--- src/rtl/xtm_pkg.sv ---
package xtm_pkg;
  localparam int unsigned XTM_NPINS  = 40;
  localparam int unsigned XTM_NCHAIN = 10;
  localparam int unsigned XTM_SETTLE = 32;

  typedef enum logic [1:0] {
    XTM_FUNC    = 2'd0,
    XTM_SETTLING = 2'd1,
    XTM_VALID   = 2'd2
  } xtm_phase_e;
endpackage

--- src/rtl/xtm_entry.sv ---
module xtm_entry (
  input  logic clk,
  input  logic pwr_good,
  input  logic rst_n,
  input  logic strap_a_in,
  input  logic strap_b_in,
  output logic test_mode
);
  logic rst_q;
  logic release_edge;

  assign release_edge = rst_n & ~rst_q;

  always_ff @(posedge clk or negedge pwr_good) begin
    if (!pwr_good) begin
      rst_q     <= 1'b0;
      test_mode <= 1'b0;
    end else begin
      rst_q <= rst_n;
      if (!rst_n)
        test_mode <= 1'b0;
      else if (release_edge)
        test_mode <= ~strap_a_in & ~strap_b_in;
    end
  end

  // entry only follows low straps
  a_r2_entry_needs_low_straps: assert property (@(posedge clk) disable iff (!pwr_good)
    $rose(test_mode) |-> ($past(!strap_a_in) && $past(!strap_b_in) && $past(rst_n)));
  // reset clears the mode
  a_r5_reset_leaves_mode: assert property (@(posedge clk) disable iff (!pwr_good)
    !rst_n |=> !test_mode);
endmodule

--- src/rtl/xtm_settle.sv ---
module xtm_settle #(
  parameter int unsigned SETTLE_CLKS = 32
) (
  input  logic clk,
  input  logic pwr_good,
  input  logic test_mode,
  output logic ready
);
  localparam int unsigned CW = $clog2(SETTLE_CLKS + 1);
  localparam logic [CW-1:0] LAST = CW'(SETTLE_CLKS);

  logic [CW-1:0] cnt;

  always_ff @(posedge clk or negedge pwr_good) begin
    if (!pwr_good)
      cnt <= '0;
    else if (!test_mode)
      cnt <= '0;
    else if (cnt != LAST)
      cnt <= cnt + CW'(1);
  end

  assign ready = test_mode && (cnt == LAST);

  // counter advances one per clock while settling
  a_r4_count_step: assert property (@(posedge clk) disable iff (!pwr_good)
    (test_mode && cnt != LAST) |=> (!test_mode || cnt == $past(cnt) + CW'(1)));
endmodule

--- src/rtl/xtm_chain_bank.sv ---
module xtm_chain_bank #(
  parameter int unsigned NPINS  = 40,
  parameter int unsigned NCHAIN = 10,
  parameter logic [NPINS-1:0] EXCL_MASK = '0
) (
  input  logic              clk,
  input  logic              pwr_good,
  input  logic [NPINS-1:0]  pin_in,
  output logic [NCHAIN-1:0] chain_q
);
  logic [NCHAIN-1:0] chain_d;

  for (genvar i = 0; i < NCHAIN; i++) begin : g_chain
    logic [NPINS-1:0] member;
    for (genvar p = 0; p < NPINS; p++) begin : g_pin
      assign member[p] = ((p % NCHAIN) == i) && !EXCL_MASK[p];
    end
    assign chain_d[i] = ^(pin_in & member);
  end

  always_ff @(posedge clk or negedge pwr_good) begin
    if (!pwr_good) chain_q <= '0;
    else           chain_q <= chain_d;
  end
endmodule

--- src/rtl/xor_test_ctrl.sv ---
module xor_test_ctrl
  import xtm_pkg::*;
#(
  parameter int unsigned NPINS       = XTM_NPINS,
  parameter int unsigned NCHAIN      = XTM_NCHAIN,
  parameter int unsigned SETTLE_CLKS = XTM_SETTLE,
  parameter int unsigned STRAP_A_CH  = 2,
  parameter int unsigned STRAP_B_CH  = 3,
  parameter logic [NPINS-1:0] EXCL_MASK = NPINS'(40'h00_0000_0021)
) (
  input  logic              clk,
  input  logic              pwr_good,
  input  logic              rst_n,
  input  logic              strap_a_in,
  input  logic              strap_b_in,
  input  logic              wide_mode,
  input  logic [NPINS-1:0]  pin_in,
  output logic              strap_a_oe,
  output logic              strap_a_out,
  output logic              strap_b_oe,
  output logic              strap_b_out,
  output logic [NCHAIN-1:0] chain_out,
  output logic [NCHAIN-1:0] chain_mirror,
  output logic              test_active,
  output logic              ready
);
  logic              test_mode;
  logic              settled;
  logic [NCHAIN-1:0] chain_q;
  xtm_phase_e        phase;

  xtm_entry u_entry (
    .clk(clk), .pwr_good(pwr_good), .rst_n(rst_n),
    .strap_a_in(strap_a_in), .strap_b_in(strap_b_in), .test_mode(test_mode)
  );

  xtm_settle #(.SETTLE_CLKS(SETTLE_CLKS)) u_settle (
    .clk(clk), .pwr_good(pwr_good), .test_mode(test_mode), .ready(settled)
  );

  xtm_chain_bank #(.NPINS(NPINS), .NCHAIN(NCHAIN), .EXCL_MASK(EXCL_MASK)) u_bank (
    .clk(clk), .pwr_good(pwr_good), .pin_in(pin_in), .chain_q(chain_q)
  );

  always_comb begin
    if (!test_mode)   phase = XTM_FUNC;
    else if (settled) phase = XTM_VALID;
    else              phase = XTM_SETTLING;
  end

  assign test_active  = test_mode;
  assign ready        = (phase == XTM_VALID);
  assign chain_out    = ready ? chain_q : '0;
  assign chain_mirror = wide_mode ? chain_out : '0;
  assign strap_a_oe   = test_mode;
  assign strap_b_oe   = test_mode;
  assign strap_a_out  = chain_out[STRAP_A_CH];
  assign strap_b_out  = chain_out[STRAP_B_CH];

  // ready only inside test mode
  a_r4_ready_in_mode: assert property (@(posedge clk) disable iff (!pwr_good)
    settled |-> test_mode);
  // chains held low before settling ends
  a_r6_low_until_ready: assert property (@(posedge clk) disable iff (!pwr_good)
    !settled |-> (chain_out == '0 && chain_mirror == '0));
  // pads carry nothing before ready
  a_r7_pad_quiet: assert property (@(posedge clk) disable iff (!pwr_good)
    !settled |-> (!strap_a_out && !strap_b_out));
endmodule

--- config.mk ---
export PLATFORM = sky130hd
export DESIGN_NAME = xor_test_ctrl
export DESIGN_NICKNAME = d
export VERILOG_FILES = /design/src/rtl/xtm_pkg.sv /design/src/rtl/xtm_entry.sv /design/src/rtl/xtm_settle.sv /design/src/rtl/xtm_chain_bank.sv /design/src/rtl/xor_test_ctrl.sv
export SDC_FILE = /design/constraint.sdc
export NUM_CORES = 1
export LEC_CHECK = 0
export BUFFER_PORTS_ARGS = -buffer_cell sky130_fd_sc_hd__buf_2
export CORE_UTILIZATION = 24
export DETAILED_ROUTE_END_ITERATION = 8
export PLACE_DENSITY_LB_ADDON = 0.25
export SLEW_MARGIN = 20
export SYNTH_ARGS = -nofsm -noshare
export SYNTH_HDL_FRONTEND = slang
export SYNTH_SLANG_ARGS = --single-unit
--- constraint.sdc ---
create_clock -name clk -period 1.8 [get_ports clk]
set_clock_uncertainty 0.15 [all_clocks]
set_input_delay 0.09 -clock clk [delete_from_list [all_inputs] [get_ports clk]]
set_output_delay 0.09 -clock clk [all_outputs]
set_load 0.05 [all_outputs]
==> impl_metrics.env <==
export IMPL_status="complete, but fails checks"
export IMPL_violations="setup timing"
export IMPL_grt_pass1_vias=1104
export IMPL_grt_start_max_net_pins=22
export IMPL_clk_latency_ns=0.25
export IMPL_syn2layout_area_growth_pct=84.50
export IMPL_drive_gt1_frac=0.5025
export IMPL_dp_slack_ns=0.03649
export IMPL_synthCells=102
export IMPL_synth_top_area_share=0.4260
export IMPL_fillCellCount=402
export IMPL_die_x_um=68.37
export IMPL_postRouteAntennaNets=0
export IMPL_drtIter0Drc=10
export IMPL_port_buffers=69
export IMPL_synth_fp_nets=150
export IMPL_cts_max_level=1
export IMPL_cts_tree="done"
export IMPL_globalplace_congestion=0.7068
export IMPL_cts_buffer_depth=2
export IMPL_initial_utilization=0.2569
export IMPL_fin_setup_tns_ns=-2.245
export IMPL_drc=0
export IMPL_hold_viol_final=0
export IMPL_ys_seq_area_frac=0.4260
export IMPL_viasPerCell=4.285
export IMPL_hp_class="in2reg"
export IMPL_max_clock_freq_ghz=0.5180
export IMPL_n_antenna_cell=0
export IMPL_crit_fanout=21
export IMPL_cellLeakagePower_nw=0.9579
export IMPL_setup_ws_ns=-0.1306
export IMPL_grt_util_all_layers=0.1279
export IMPL_fin_crit_ns=1.931
export IMPL_dr_pass1_iters=3
export IMPL_die_area_um2=4674
export IMPL_rows=23
export IMPL_yosysUniqueCellTypes=24
export IMPL_p_per_area_nw_per_um2=524.6
export IMPL_cts_num_sinks=18
export IMPL_tightest_slew_ns=0.3985
export IMPL_grt_pass1_wl_um=4340
export IMPL_maxCapViolCount=0
export IMPL_cts_clk_slew_worst_paths_ns=0.07
export IMPL_slew_headroom=0.7343
export IMPL_root_buffer="clkbuf_8"
export IMPL_routed_wl_um=2753
export IMPL_setup_worst_path_class="reg2out"
export IMPL_placeableCoreArea_um2=4115
export IMPL_synth_area_leaders="dfrtp_1 (43%), xnor2_1 (17%), xor2_1 (8.3%), and3_1 (7.1%), and2_1 (5.9%)"
export IMPL_num_vias=1067
export IMPL_yosys_register_bits=18
export IMPL_period_share=1.073
export IMPL_ir_worst_vdd_v=0.0002173
export IMPL_finalSetupViolCount=23
export IMPL_rsz0062_at_grt="true"
export IMPL_dp_final_hpwl_um=1925
export IMPL_antenna_found_initial=0
export IMPL_ys_warnings_count=0
export IMPL_cp_start_kind="register"
export IMPL_die_height_um=68.37
export IMPL_syn_area_per_cell_um2=10.37
export IMPL_nNetsFinal=248
export IMPL_ioPinCount=72
export IMPL_final_max_slew_viol_count=0
export IMPL_required_ns=1.56
export IMPL_overflow=0
export IMPL_numCtsBuffers=3
export IMPL_wl_per_cell_um=11.06
export IMPL_netlist_area_um2=1057
export IMPL_cp_end_kind="output pin"
export IMPL_yosys_area_top_type="dfrtp_1"
export IMPL_critical_path_arrival_ns=1.69
export IMPL_final_core_util=0.4740
## per-layer routing
layer | GRT usage | wire, um | part of all wire | vias up
li1 | - | - | - | 520
met1 | 0.1102 | 893 | 0.32 | 509
met2 | 0.2647 | 1722 | 0.63 | 33
met3 | 0.02333 | 89 | 0.032 | 5
met4 | 0.07292 | 48 | 0.017 | 0
met5 | 0 | 0 | 0 | -
## worst max-delay path, cell delays in order (launching register included)
cell and delay (ns):
dfrtp_1 0.38, inv_1 0.06, ha_1 0.15, nand4bb_1 0.15, nor3_2 0.15, buf_6 0.19, and3_2 0.22, buf_8 0.15
## repair_timing
item                                    in CTS  in global routing
endpoints found under the hold margin       27                  0
resized for setup                           46                  2
endpoints found under the setup margin      23                 23
buffers inserted                             0                  0
hold buffers                                26                  0
## path summary, 6_finish.rpt
kind	from	slack, ns	endpoint	cells past startpoint
hold reg to reg	u_entry.rst_q	0.42	u_entry.test_mode	2
setup reg to reg	u_settle.cnt[0]	0.16	u_settle.cnt[4]	6
max in group asynchronous	pwr_good	1.05	u_entry.test_mode	2
setup / recovery	u_settle.cnt[0]	-0.13	chain_mirror[2]	7
hold / removal	pin_in[10]	0.001	u_bank.chain_q[0]	3
min in group asynchronous	pwr_good	0.15	u_entry.rst_q	2
## synth_stat cells, drive strengths merged
| library cell | number |
|---|---|
| o21ai | 2 |
| nor3b | 1 |
| nor3 | 3 |
| clkbuf | 1 |
| or2 | 1 |
| nand4bb | 1 |
| ha | 2 |
| nor2 | 2 |
| and3 | 12 |
| xnor2 | 21 |
| or4 | 1 |
| a21oi | 1 |
| nand3 | 2 |
| dfrtp | 18 |
| buf | 5 |
| mux2i | 1 |
| xor2 | 10 |
| nand2 | 4 |
| inv | 3 |
| and2 | 10 |
| nor2b | 1 |
## state kept, by name (all words and copies together) (netlist names)
signal,count
u_settle.cnt,6
u_entry.rst_q,1
u_bank.chain_q,10
u_entry.test_mode,1
## metrics by stage
step                hold slack [ns]  power (mW)  area (um^2)  std cells
detailed placement          -0.1093      0.6412         1483        219
global placement            -0.1061      0.6342         1483        219
finish                     0.001228       1.023         1951        249
CTS                        0.001436       1.032         1943        249
floorplan                   -0.3556      0.5610         1099        102
global route               0.006883       1.074         1951        249
## where the power goes
part	total, mW	switching, mW	internal (mW)
Clock	0.330	0.135	0.194
Sequential	0.471	0.0206	0.451
Combinational	0.222	0.0822	0.140
Total	1.02	0.238	0.785
## logic make-up (layout without fill, tap and decap cells)
family | count (synthesis) | after routing | synth area share
fa+ha+maj | 2 | 2 | 0.02366
xor+xnor | 31 | 31 | 0.2568
simple gates | 38 | 38 | 0.2213
flops | 18 | 18 | 0.4260
buf+inv | 9 | 106 | 0.04851
compound gates | 3 | 3 | 0.01420
mux | 1 | 1 | 0.009468
## layout by cell type, fill, tap and decap left out
| master | n |
|---|---|
| ha_1 | 2 |
| and2_2 | 8 |
| nand3_1 | 1 |
| inv_1 | 3 |
| dlygate4sd3_1 | 26 |
| buf_6 | 20 |
| and3_2 | 9 |
| clkbuf_8 | 4 |
| a21oi_1 | 1 |
| nor2b_1 | 1 |
| nand3_2 | 1 |
| nand4bb_1 | 1 |
| dfrtp_2 | 1 |
| nor2_1 | 2 |
| nor3b_1 | 1 |
| mux2i_1 | 1 |
| o21ai_0 | 2 |
| or2_2 | 1 |
| and3_1 | 3 |
| or4_1 | 1 |
| buf_4 | 3 |
| xnor2_1 | 21 |
| nand2_1 | 4 |
| buf_2 | 47 |
| buf_8 | 3 |
| nor3_2 | 1 |
| xor2_1 | 10 |
| nor3_1 | 2 |
| and2_4 | 2 |
| dfrtp_1 | 17 |
## layout make-up
type                       count  area, um^2  area share
timing repair buffer          99       788.3      0.4041
multi-input combinational     75       581.8      0.2983
sequential                    18       451.7      0.2316
tap                           50       62.56     0.03207
clock buffer                   4       55.05     0.02822
inverter                       3       11.26    0.005773
(Power assumes the default switching activity.)
